<file path="src/rtl/cpd_pkg.sv">
package cpd_pkg;

    localparam int WORD_W     = 16;
    localparam int ADDR_W     = 16;
    localparam int CODE_W     = 6;
    localparam int IDX_W      = 5;
    localparam int VAL_W      = 8;
    localparam int LOW_ADDR_W = 14;
    localparam int HI_ADDR_W  = ADDR_W - LOW_ADDR_W;
    localparam int LOW_CODE_W = 2;
    localparam int HI_CODE_W  = CODE_W - LOW_CODE_W;

    localparam logic [IDX_W-1:0] IDX_MODE2      = 5'd1;
    localparam logic [IDX_W-1:0] IDX_STEP       = 5'd15;
    localparam logic [IDX_W-1:0] IDX_XSRC       = 5'd23;
    localparam logic [IDX_W-1:0] IDX_OPEN_LIMIT = 5'd10;

    localparam int MODE2_OPEN_BIT = 2;
    localparam int MODE2_XFER_BIT = 4;

    localparam int N_SHADOW = 3;
    localparam int SH_MODE2 = 0;
    localparam int SH_STEP  = 1;
    localparam int SH_XSRC  = 2;
    localparam logic [N_SHADOW*IDX_W-1:0] SHADOW_IDX = {IDX_XSRC, IDX_STEP, IDX_MODE2};

    typedef enum logic [1:0] {
        TGT_NONE  = 2'd0,
        TGT_VRAM  = 2'd1,
        TGT_CRAM  = 2'd2,
        TGT_VSRAM = 2'd3
    } mem_tgt_e;

    typedef enum logic [1:0] {
        XFER_NONE = 2'd0,
        XFER_EXT  = 2'd1,
        XFER_FILL = 2'd2,
        XFER_COPY = 2'd3
    } xfer_e;

    typedef struct packed {
        logic                  is_reg;
        logic [IDX_W-1:0]      idx;
        logic [VAL_W-1:0]      val;
        logic [LOW_ADDR_W-1:0] lo_addr;
        logic [LOW_CODE_W-1:0] lo_code;
        logic [HI_ADDR_W-1:0]  hi_addr;
        logic [HI_CODE_W-1:0]  hi_code;
    } ctl_fields_t;

    function automatic ctl_fields_t split_word(input logic [WORD_W-1:0] w);
        ctl_fields_t f;
        f.is_reg  = (w[15:14] == 2'b10);
        f.idx     = w[12:8];
        f.val     = w[7:0];
        f.lo_addr = w[LOW_ADDR_W-1:0];
        f.lo_code = w[15:14];
        f.hi_addr = w[1:0];
        f.hi_code = w[7:4];
        return f;
    endfunction

    function automatic mem_tgt_e read_target(input logic [CODE_W-1:0] c);
        case (c[3:0])
            4'b0000: return TGT_VRAM;
            4'b1000: return TGT_CRAM;
            4'b0100: return TGT_VSRAM;
            default: return TGT_NONE;
        endcase
    endfunction

    function automatic mem_tgt_e write_target(input logic [CODE_W-1:0] c);
        case (c[3:0])
            4'b0001: return TGT_VRAM;
            4'b0011: return TGT_CRAM;
            4'b0101: return TGT_VSRAM;
            default: return TGT_NONE;
        endcase
    endfunction

    function automatic xfer_e xfer_kind(input logic [1:0] sel);
        case (sel)
            2'b10:   return XFER_FILL;
            2'b11:   return XFER_COPY;
            default: return XFER_EXT;
        endcase
    endfunction

endpackage

</file>
<file path="src/rtl/cpd_cmd_regs.sv">
module cpd_cmd_regs
    import cpd_pkg::*;
(
    input  logic                clk,
    input  logic                rst,
    input  logic                ctl_we,
    input  ctl_fields_t         fields,
    input  logic                dat_re,
    input  logic                dat_we,
    input  logic                stat_re,
    input  logic [VAL_W-1:0]    step,
    output logic [ADDR_W-1:0]   addr,
    output logic [CODE_W-1:0]   code,
    output logic                pending,
    output logic                reg_req,
    output logic                second_ok
);

    logic                 any_access;
    logic                 ctl_ok;
    logic [HI_ADDR_W-1:0] top_latch;

    assign any_access = dat_re | dat_we | stat_re;
    assign ctl_ok     = ctl_we & ~any_access;
    assign reg_req    = ctl_ok & ~pending & fields.is_reg;
    assign second_ok  = ctl_ok & pending;

    always_ff @(posedge clk) begin
        if (rst) begin
            addr      <= '0;
            code      <= '0;
            pending   <= 1'b0;
            top_latch <= '0;
        end else if (any_access) begin
            pending <= 1'b0;
            if (dat_re | dat_we) begin
                addr <= addr + ADDR_W'(step);
            end
        end else if (ctl_we) begin
            if (!pending) begin
                addr <= {top_latch, fields.lo_addr};
                code <= {code[CODE_W-1:LOW_CODE_W], fields.lo_code};
                if (!fields.is_reg) begin
                    pending <= 1'b1;
                end
            end else begin
                addr      <= {fields.hi_addr, addr[LOW_ADDR_W-1:0]};
                code      <= {fields.hi_code, code[LOW_CODE_W-1:0]};
                top_latch <= fields.hi_addr;
                pending   <= 1'b0;
            end
        end
    end

endmodule

</file>
<file path="src/rtl/cpd_shadow_regs.sv">
module cpd_shadow_regs
    import cpd_pkg::*;
(
    input  logic              clk,
    input  logic              rst,
    input  logic              wr_req,
    input  logic [IDX_W-1:0]  wr_idx,
    input  logic [VAL_W-1:0]  wr_val,
    output logic              strobe,
    output logic [IDX_W-1:0]  strobe_idx,
    output logic [VAL_W-1:0]  strobe_val,
    output logic [VAL_W-1:0]  mode2,
    output logic [VAL_W-1:0]  step,
    output logic [VAL_W-1:0]  xsrc
);

    logic [VAL_W-1:0] copy_q [N_SHADOW];
    logic             accept;

    assign accept = wr_req & ((wr_idx <= IDX_OPEN_LIMIT) | copy_q[SH_MODE2][MODE2_OPEN_BIT]);

    for (genvar g = 0; g < N_SHADOW; g++) begin : g_copy
        localparam logic [IDX_W-1:0] MY_IDX = SHADOW_IDX[g*IDX_W +: IDX_W];
        always_ff @(posedge clk) begin
            if (rst) begin
                copy_q[g] <= '0;
            end else if (accept && (wr_idx == MY_IDX)) begin
                copy_q[g] <= wr_val;
            end
        end
    end

    always_ff @(posedge clk) begin
        if (rst) begin
            strobe     <= 1'b0;
            strobe_idx <= '0;
            strobe_val <= '0;
        end else begin
            strobe <= accept;
            if (accept) begin
                strobe_idx <= wr_idx;
                strobe_val <= wr_val;
            end
        end
    end

    assign mode2 = copy_q[SH_MODE2];
    assign step  = copy_q[SH_STEP];
    assign xsrc  = copy_q[SH_XSRC];

endmodule

</file>
<file path="src/rtl/cpd_xfer_launch.sv">
module cpd_xfer_launch
    import cpd_pkg::*;
(
    input  logic       clk,
    input  logic       rst,
    input  logic       second_ok,
    input  logic       want_xfer,
    input  logic       xfer_enabled,
    input  logic [1:0] mode_sel,
    output logic       go_ext,
    output logic       go_fill,
    output logic       go_copy
);

    xfer_e next_kind;
    xfer_e kind_q;

    always_comb begin
        next_kind = XFER_NONE;
        if (second_ok && want_xfer && xfer_enabled) begin
            next_kind = xfer_kind(mode_sel);
        end
    end

    always_ff @(posedge clk) begin
        if (rst) begin
            kind_q <= XFER_NONE;
        end else begin
            kind_q <= next_kind;
        end
    end

    assign go_ext  = (kind_q == XFER_EXT);
    assign go_fill = (kind_q == XFER_FILL);
    assign go_copy = (kind_q == XFER_COPY);

endmodule

</file>
<file path="src/rtl/cpd_ctrl_port.sv">
module cpd_ctrl_port
    import cpd_pkg::*;
(
    input  logic        clk,
    input  logic        rst,
    input  logic        ctl_we,
    input  logic [15:0] ctl_word,
    input  logic        dat_re,
    input  logic        dat_we,
    input  logic        stat_re,
    output logic [15:0] cmd_addr,
    output logic [5:0]  cmd_code,
    output logic        cmd_pending,
    output logic        rw_strobe,
    output logic [4:0]  rw_index,
    output logic [7:0]  rw_value,
    output logic        dma_ext_go,
    output logic        dma_fill_go,
    output logic        dma_copy_go,
    output logic [1:0]  rd_target,
    output logic [1:0]  wr_target
);

    ctl_fields_t      fields;
    logic             reg_req;
    logic             second_ok;
    logic [VAL_W-1:0] shadow_mode2;
    logic [VAL_W-1:0] shadow_step;
    logic [VAL_W-1:0] shadow_xsrc;

    assign fields = split_word(ctl_word);

    cpd_cmd_regs u_cmd (
        .clk       (clk),
        .rst       (rst),
        .ctl_we    (ctl_we),
        .fields    (fields),
        .dat_re    (dat_re),
        .dat_we    (dat_we),
        .stat_re   (stat_re),
        .step      (shadow_step),
        .addr      (cmd_addr),
        .code      (cmd_code),
        .pending   (cmd_pending),
        .reg_req   (reg_req),
        .second_ok (second_ok)
    );

    cpd_shadow_regs u_shadow (
        .clk        (clk),
        .rst        (rst),
        .wr_req     (reg_req),
        .wr_idx     (fields.idx),
        .wr_val     (fields.val),
        .strobe     (rw_strobe),
        .strobe_idx (rw_index),
        .strobe_val (rw_value),
        .mode2      (shadow_mode2),
        .step       (shadow_step),
        .xsrc       (shadow_xsrc)
    );

    cpd_xfer_launch u_xfer (
        .clk          (clk),
        .rst          (rst),
        .second_ok    (second_ok),
        .want_xfer    (fields.hi_code[HI_CODE_W-1]),
        .xfer_enabled (shadow_mode2[MODE2_XFER_BIT]),
        .mode_sel     (shadow_xsrc[7:6]),
        .go_ext       (dma_ext_go),
        .go_fill      (dma_fill_go),
        .go_copy      (dma_copy_go)
    );

    assign rd_target = read_target(cmd_code);
    assign wr_target = write_target(cmd_code);

endmodule

</file>
<file path="config.mk">
export PLATFORM = sky130hd
export DESIGN_NAME = cpd_ctrl_port
export DESIGN_NICKNAME = d
export VERILOG_FILES = /design/src/rtl/cpd_pkg.sv /design/src/rtl/cpd_cmd_regs.sv /design/src/rtl/cpd_shadow_regs.sv /design/src/rtl/cpd_xfer_launch.sv /design/src/rtl/cpd_ctrl_port.sv
export SDC_FILE = /design/constraint.sdc
export NUM_CORES = 1
export LEC_CHECK = 0
export ABC_AREA = 1
export BUFFER_PORTS_ARGS = -buffer_cell sky130_fd_sc_hd__buf_2
export CAP_MARGIN = 40
export CORE_ASPECT_RATIO = 1.5
export CORE_MARGIN = 1
export CORE_UTILIZATION = 43
export CTS_CLUSTER_DIAMETER = 40
export CTS_CLUSTER_SIZE = 20
export DETAILED_ROUTE_END_ITERATION = 10
export PLACE_DENSITY = 0.66
export SLEW_MARGIN = 0
export SYNTH_ARGS = -nofsm -noshare
export SYNTH_HDL_FRONTEND = slang
export SYNTH_SLANG_ARGS = --single-unit
</file>
<file path="constraint.sdc">
create_clock -name clk -period 2.01 [get_ports clk]
set_input_delay 0.1005 -clock clk [delete_from_list [all_inputs] [get_ports clk]]
set_output_delay 0.1005 -clock clk [all_outputs]
set_load 0.02 [all_outputs]
</file>
* Yosys cells after proc, flatten, opt, wreduce, memory -nomap -nowiden
Memories as Yosys holds them, arrays and structs flattened.
Index checks and enable logic that the tools add are counted.
** Word-level totals
- Memory bits (writable) :: 24
- Bits in registers :: 41
- Bits of input ports :: 22
- Memories :: 1
- Logic and storage cells :: 79
** Operators by class
- Order comparisons :: 1
- Bitwise operators :: 14
- Reduce and logical (&&, ||, !) cells :: 13
- Add/subtract/negate cells :: 1
- Muxes and demuxes :: 23
- Equality and inequality tests :: 16
** Memory list
- u_shadow.copy_q :: words 3, width 8, read ports 3, clocked after Yosys merged registers in 0, wr ports 3, RTL line cpd_shadow_regs.sv:17 : logic [VAL_W-1:0] copy_q [N_SHADOW];
** Operator list (number)
- 16-bit 2-to-1 mux :: 4
- 8-bit 2-to-1 mux :: 3
- 16-bit by 8-bit adder with 16-bit output :: 1
- 1-bit 2-to-1 mux :: 13
- 2-bit case mux with 3 select lines :: 2
- 2-bit == test (second input constant) :: 5
- 3-bit AND reduction :: 3
- 4-bit by 3-bit == test with 1-bit output (second input constant) :: 2
- 1-bit bitwise OR :: 6
- 1-bit bitwise AND :: 5
- 5-bit by 1-bit == test with 1-bit output (second input constant) :: 1
- 5-bit by 4-bit == test with 1-bit output (second input constant) :: 1
- 5-bit == test (second input constant) :: 1
- 5-bit by 4-bit less-or-equal comparator with 1-bit output (second input constant) :: 1
- 1-bit logical AND :: 5
- 4-bit by 1-bit == test with 1-bit output (second input constant) :: 1
- 4-bit by 2-bit == test with 1-bit output (second input constant) :: 1
- 4-bit == test (second input constant) :: 1
- 4-bit zero test :: 1
- 2-bit inequality test (second input constant) :: 2
- 2-bit case mux with 2 select lines :: 1
- 2-bit OR reduction :: 2
- 1-bit NOT :: 3
- 2-bit by 1-bit == test with 1-bit output (second input constant) :: 1
- other kinds (2) :: 2

* Depth between registers and ports, before layout
Gate-level depths: netlist (run 1).
- Depth in word-level cells :: 12
- Mapped depth :: 12
- Gate-level depth less buffers :: 12

* Hierarchy
A second synthesis (run 1) with hierarchy kept.
** Unflattened totals
- Cells, all modules :: 478
- Area total of the unflattened synthesis :: 3489.6 sq um
** By module, submodules not included
- cpd_cmd_regs :: cells each 282, seq. area each 500.5 sq um, area an instance 1765.4 sq um, instances 1
- cpd_shadow_regs :: cells each 159, seq. area each 1001.0 sq um, area an instance 1546.5 sq um, instances 1
- cpd_xfer_launch :: cells each 17, seq. area each 40.0 sq um, area an instance 98.8 sq um, instances 1
- cpd_ctrl_port :: cells each 20, seq. area each 0.0 sq um, area an instance 78.8 sq um, instances 1

* Worst setup path before layout (run 1)
Ideal clock, no wire load.
- Path type :: register -> register
- From :: reg u_cmd.pending
- To :: mem u_shadow.copy_q[1][0], enable pin
- Arrival :: 1.433 ns
- Path slack :: 0.249 ns
- Cell stages (with the launch flop) :: 9
- Data required time :: 1.681 ns
- Clock period less this slack :: 1.761 ns
- Library setup time :: 0.329 ns
- Path buffers :: 1
- Path through :: dfxtp_1 -> nor2_1 -> nand2_4 -> nor2_4 -> nand2_4 -> inv_2 -> buf_2 -> nand2_1 -> nand2_1
** RTL lines
- start, declared :: RTL line cpd_cmd_regs.sv:14 : output logic pending,
- start signal, assigned :: RTL line cpd_cmd_regs.sv:32 : pending <= 1'b0;
- start signal, assigned :: RTL line cpd_cmd_regs.sv:35 : pending <= 1'b0;
- start signal, assigned :: RTL line cpd_cmd_regs.sv:44 : pending <= 1'b1;
- end, declared :: RTL line cpd_shadow_regs.sv:17

==> results of run 1 <==
[worst max path at each step]
stage | start | end | slack, ns | depth (start not counted)
after floorplan | u_cmd.pending$_SDFFE_PP0P_ | u_shadow.copy_q[1][0]$_SDFFCE_PN0P_ | 0.25 | 8
final | u_shadow.copy_q[1][0]$_SDFFCE_PN0P_ | u_cmd.addr[10]$_SDFFE_PP0P_ | 0.15 | 11
after global placement | u_shadow.copy_q[1][0]$_SDFFCE_PN0P_ | u_cmd.addr[14]$_SDFFE_PP0P_ | 0.24 | 12
after global routing | u_shadow.copy_q[1][0]$_SDFFCE_PN0P_ | u_cmd.addr[10]$_SDFFE_PP0P_ | 0.02 | 11
after CTS | u_shadow.copy_q[1][0]$_SDFFCE_PN0P_ | u_cmd.addr[10]$_SDFFE_PP0P_ | 0.15 | 11
after detailed placement | u_shadow.copy_q[1][0]$_SDFFCE_PN0P_ | u_cmd.addr[10]$_SDFFE_PP0P_ | 0.18 | 11
[area by class of cell]
| type | instances | area, um2 |
|---|---|---|
| Clock buffer | 5 | 68.82 |
| Fill cell | 640 | 2927 |
| Inverter | 49 | 183.9 |
| Timing Repair Buffer | 70 | 362.8 |
| Tap cell | 74 | 92.59 |
| Multi-Input combinational cell | 277 | 1423 |
| Clock inverter | 3 | 23.77 |
| Sequential cell | 53 | 1181 |
[per-stage QoR]
step | utilization, % | setup WS (ns) | hold slack, ns
global route | 53.27 | 0.02150 | 0.03901
floorplan | - | 0.2485 | 0.2432
CTS | 53.27 | 0.1529 | 0.03749
finish | 53.27 | 0.1543 | 0.04218
global placement | 51.79 | 0.2355 | 0.3559
detailed placement | 51.79 | 0.1799 | 0.3610
[registers in the layout, summed over array words and instances (netlist names)]
name,cells
u_cmd.addr,16
u_shadow.copy_q,12
u_shadow.strobe_val,8
u_cmd.code,6
u_shadow.strobe_idx,5
u_cmd.top_latch,2
u_xfer.kind_q,2
u_cmd.pending,1
u_shadow.strobe,1
[kinds of logic (layout without fill, tap and decap cells)]
logic type	Yosys count	count (layout)	share of synthesized area [%]
AO/OA/AOI/OAI	98	98	17.75
XOR/XNOR	2	2	0.6169
adder cells (fa/ha/maj)	9	9	4.229
buffers and inverters	59	127	8.326
flip-flops	53	53	41.59
AND/OR/NAND/NOR	168	168	27.49
[cell usage in the layout, fill, tap and decap left out, types with 4 or more instances in the layout]
cell type	n
nand4_1	4
ha_1	8
dfxtp_1	41
nand3_1	20
inv_1	44
o21ai_1	5
nor2_1	39
edfxtp_1	12
nor2_4	4
clkbuf_8	5
buf_4	5
inv_2	5
a21oi_1	55
nand3b_1	4
buf_2	65
nand2_1	78
o21ai_0	32
nor3_1	4
[metal layers]
| metal | GRT usage, % | wire (um) | up-vias |
|---|---|---|---|
| met4 | 6.891 | 89 | 0 |
| met1 | 26.88 | 3060 | 1255 |
| met3 | 3.041 | 258 | 8 |
| met2 | 41.86 | 3702 | 75 |
| li1 | - | - | 1418 |
| met5 | 0 | 0 | - |
[power by group]
part           total, mW  switching, mW  internal (mW)
registers           1.17         0.0407           1.13
logic              0.402          0.260          0.142
clock network      0.632          0.379          0.254
total               2.21          0.680           1.53
[critical path, delay by kind of cell, from the launching register on]
family	cells	cell delay [ns]
AND/OR/NAND/NOR	7	0.60
adder cells (fa/ha/maj)	2	0.61
flip-flops	1	0.38
AO/OA/AOI/OAI	2	0.22
==> impl_metrics.yaml, run 1 <==
synthesis:
  avgSynthCellArea_um2: 7.301
  syn-cell-area_mm2: 0.002840
  syn_inst: 389
  yosysTopAreaCell: "dfxtp_1"
  yosysSeqAreaShare_pct: 41.59
  synth_edf_count: 12
  ys.flop_type: "dfxtp_1"
  yosysWarningCount: 0
  synth-seq-cells: 53
  yosys-top-cells-area: "dfxtp_1 29%, edfxtp_1 13%, nand2_1 10%"
  synthArstFlopShare_pct: 0
  synth.top_cell.area_share_pct: 28.90
  synth.most_common_cell: "nand2_1"
  synth_top_cells_by_count: "78 x nand2_1, 55 x a21oi_1, 44 x inv_1"
  synth_nets: 420
  ys_types: 35
place:
  dp.cells: 523
  placed_area_mm2: 0.003243
  io_buffer_count: 65
  gp_congestion: 0.9074
  dp_hpwl_um: 5524
routing:
  drt_first_pass_iters: 5
  drc: 0
  drtAntennaViolNets: 0
  routed_wl_um: 7111
  vias: 2756
  vias_per_cell: 5.190
  wl_per_cell_um: 13.39
  drtIter0Drc: 224
pwr:
  total_power_mw: 2.205
  p_per_area_mw_per_mm2: 661.1
  leakage_nw: 1.637
  vdd_drop_max_v: 0.0004214
worst_setup_path:
  end_kind: "flip-flop"
  r2r.worst_path.cells: 11
  worst_path_most_repeated_cell: "nand2_1"
  cp_max_fo: 5
  slowest_delay_ns: 0.39
  r2r_start: "u_shadow.copy_q[1][0]$_SDFFCE_PN0P_"
  cp.arrival_ns: 2.10
  crit_type: "reg -> reg"
  worstPathRequired_ns: 2.25
  crit_chain: "ha_1 > fa_1 > nand2_1 > nand2_1 > nand3_1 > nand2_1 > nand2_1 > o21ai_0 > nand2_1 > nand3_1 > a21oi_1"
  cp-start-kind: "flip-flop"
  critPathSlowestCell: "fa_1"
  r2r_end: "u_cmd.addr[10]$_SDFFE_PP0P_"
  r2r_slack_ns: 0.15
timing:
  period_share_pct: 92.33
  final.min_clock_period_ns: 1.856
  tightestPinTransition_ns: 0.5454
  setup_tns_ns: 0
  slew_headroom_pct: 63.60
  clock_skew_ns: 0.004653
  rsz0062_at_grt: "false"
  slew_violations: 0
  hold_violations: 0
  fmax_mhz: 538.9
  setup_viol: 0
cts:
  postCtsSetupBuffers: 0
  clk_pin_slew_ns: 0.10
  cts_resized: 0
  cts_tree: "done"
  numClockSinks: 53
  clock_path_buffers: 2
  htreeDepth: 2
  root_buffer: "clkbuf_8"
  clkLatencyLatePin_ns: 0.30
  cts_made_buffers: 5
  holdBufCountCts: 0
floorplan:
  fp.dieH_um: 101.5
  placementRows: 35
  initial_utilization_pct: 45.35
  io_pins: 66
  die_w_um: 68.36
  dieArea_mm2: 0.006941
  core-area_mm2: 0.006262
global_routing:
  grt_pass1_vias: 2631
  antenna_found_initial: 0
  grt_pass1_wl_um: 12030
  grt-ovfl-total: 0
  track_usage_pct: 22.97
  grt_max_degree: 24
cells_and_area:
  nets: 487
  syn_to_final_growth_pct: 17.44
  fin_area_mm2: 0.003336
  drive_above_1_share_pct: 21.66
  n_antenna_cell: 0
  fin_cells: 531
job:
  maxCapViolations: 0
hold_path:
  min_path_cells: 3
  worst_hold_path.endpoint: "u_cmd.addr[2]$_SDFFE_PP0P_"
  holdCritStartpoint: "ctl_word[2]"
  hold_path.class: "in -> reg"
status:
  status: "finished clean"
No activity file was read; power rests on OpenSTA's default activity.
==> run 2, diff against run 1 <==
==> constraint.sdc (replaced) <==
create_clock -name clk -period 1.9 [get_ports clk]
set_input_delay 0.095 -clock clk [delete_from_list [all_inputs] [get_ports clk]]
set_output_delay 0.095 -clock clk [all_outputs]
set_load 0.02 [all_outputs]
==> impl_metrics.yaml, run 2 (synthesis gave the netlist of run 1 again) <==
hold_path:
  worst_hold_path.endpoint: "u_cmd.addr[2]$_SDFFE_PP0P_"
  min_path_cells: 3
  holdCritStartpoint: "ctl_word[2]"
  hold_path.class: "in -> reg"
timing:
  slew_headroom_pct: 74.53
  period_share_pct: 92.38
  hold_violations: 0
  final.min_clock_period_ns: 1.755
  fmax_mhz: 569.7
  fin_ws_ns: 0.1448
  setup_viol: 0
  setup_tns_ns: 0
  clock_skew_ns: 0.007887
  tightestPinTransition_ns: 0.3817
  slew_violations: 0
  hold_ws_ns: 0.02727
worst_setup_path:
  r2r.worst_path.cells: 9
  crit_type: "reg -> reg"
  r2r_start: "u_shadow.copy_q[1][2]$_SDFFCE_PN0P_"
  cp-start-kind: "flip-flop"
  slowest_delay_ns: 0.38
  cp_top_family: "simple AND/OR/NAND/NOR gates"
  worstPathRequired_ns: 2.14
  critPathSlowestCell: "edfxtp_1"
  path_buf_inv: 0
  r2r_end: "u_cmd.addr[11]$_SDFFE_PP0P_"
  cp_num_cells: 9
  crit_chain: "ha_1 > or2_2 > nand3_1 > nand2_2 > nand2_1 > o21ai_0 > nand2_1 > nand3_1 > a21oi_1"
  end_kind: "flip-flop"
  cp.arrival_ns: 2.00
  r2r_slack_ns: 0.14
  cp_max_fo: 4
floorplan:
  placementRows: 35
  core-area_mm2: 0.006262
  initial_utilization_pct: 45.35
  die_w_um: 68.36
  io_pins: 66
  fp.dieH_um: 101.5
  dieArea_mm2: 0.006941
pwr:
  total_power_mw: 2.508
  leakage_nw: 1.650
  p_per_area_mw_per_mm2: 735.0
  vdd_drop_max_v: 0.0004874
global_routing:
  grt_max_degree: 21
  grt_pass1_wl_um: 11990
  track_usage_pct: 23.14
  grt-ovfl-total: 0
  antenna_found_initial: 0
  grt_pass1_vias: 2629
place:
  dp_hpwl_um: 5714
  place_ws_ns: 0.1012
  io_buffer_count: 65
  gp_congestion: 0.8953
cells_and_area:
  syn_to_final_growth_pct: 20.13
  drive_above_1_share_pct: 23.53
  reg_top3: "u_cmd.addr (16), u_shadow.copy_q (12), u_shadow.strobe_val (8)"
  nets: 489
  n_antenna_cell: 0
  regMostFlops: "u_cmd.addr"
  final_cell_mix: "75 x nand2_1, 65 x buf_2, 55 x a21oi_1"
  largest_register_ffs: 16
  final_common_cell: "nand2_1"
cts:
  clk_pin_slew_ns: 0.11
  postCtsSetupBuffers: 0
  cts_made_buffers: 5
  clock_path_buffers: 2
  numClockSinks: 53
  htreeDepth: 2
  root_buffer: "clkbuf_8"
  clkLatencyLatePin_ns: 0.31
  cts_tree: "done"
  holdBufCountCts: 0
  cts_resized: 0
routing:
  vias_per_cell: 5.221
  drt_first_pass_iters: 4
  drtIter0Drc: 144
  wl_per_cell_um: 13.85
  drc: 0
  drtAntennaViolNets: 0
  routed_wl_um: 7384
  vias: 2783
job:
  maxCapViolations: 0
status:
  status: "finished clean"
==> run 2: cell count changes in the layout (fill, tap and decap cells not counted), sizes merged <==
cell | before | now
buf | 70 | 72
bufinv | 0 | 1
clkinv | 1 | 0
==> run 2: layout make-up <==
class | count | area (um2)
multi-input combinational | 277 | 1460
tap | 74 | 92.59
clock inverter | 3 | 47.55
timing repair buffer | 72 | 377.9
inverter | 49 | 183.9
fill | 626 | 2850
sequential | 53 | 1181
clock buffer | 5 | 68.82
==> run 2: worst reg2reg max path, cell delays in order (launching register included) <==
cell      delay (ns)
edfxtp_1        0.38
ha_1            0.32
or2_2           0.31
nand3_1         0.11
nand2_2         0.10
nand2_1         0.09
o21ai_0         0.09
nand2_1         0.07
nand3_1         0.06
a21oi_1         0.14
==> run 2: worst max-delay path by stage <==
stage | start | end | slack (ns)
2_1_floorplan | u_cmd.pending$_SDFFE_PP0P_ | u_shadow.copy_q[1][0]$_SDFFCE_PN0P_ | 0.14
3_3_place_gp | u_shadow.copy_q[1][0]$_SDFFCE_PN0P_ | u_cmd.addr[14]$_SDFFE_PP0P_ | 0.13
3_5_place_dp | u_shadow.copy_q[1][0]$_SDFFCE_PN0P_ | u_cmd.addr[14]$_SDFFE_PP0P_ | 0.10
4_1_cts | u_shadow.copy_q[1][0]$_SDFFCE_PN0P_ | u_cmd.addr[10]$_SDFFE_PP0P_ | 0.06
5_1_grt | u_shadow.copy_q[1][4]$_SDFFCE_PN0P_ | u_cmd.addr[11]$_SDFFE_PP0P_ | -0.04
6_report | u_shadow.copy_q[1][2]$_SDFFCE_PN0P_ | u_cmd.addr[11]$_SDFFE_PP0P_ | 0.14
==> run 2: layer usage <==
metal  vias to the layer above  share of wire [%]  GRT usage (%)
li1                       1417                  -              -
met1                      1298                 43          27.18
met2                        66                 53          41.93
met3                         2                3.5          3.604
met4                         0               0.49          6.571
met5                         -                  0              0
==> run 2: per-stage QoR <==
stage / instances / cell area (um2) / util (%)
floorplan: 389 / 2840 / -
global placement: 525 / 3258 / 52.03
detailed placement: 525 / 3258 / 52.03
CTS: 533 / 3374 / 53.89
global route: 533 / 3412 / 54.49
finish: 533 / 3412 / 54.49
==> run 2: power breakdown <==
| group | internal, mW | total [mW] | switching [mW] |
|---|---|---|---|
| logic | 0.162 | 0.444 | 0.281 |
| registers | 1.20 | 1.24 | 0.0474 |
| clock network | 0.403 | 0.821 | 0.418 |
| total | 1.76 | 2.51 | 0.746 |
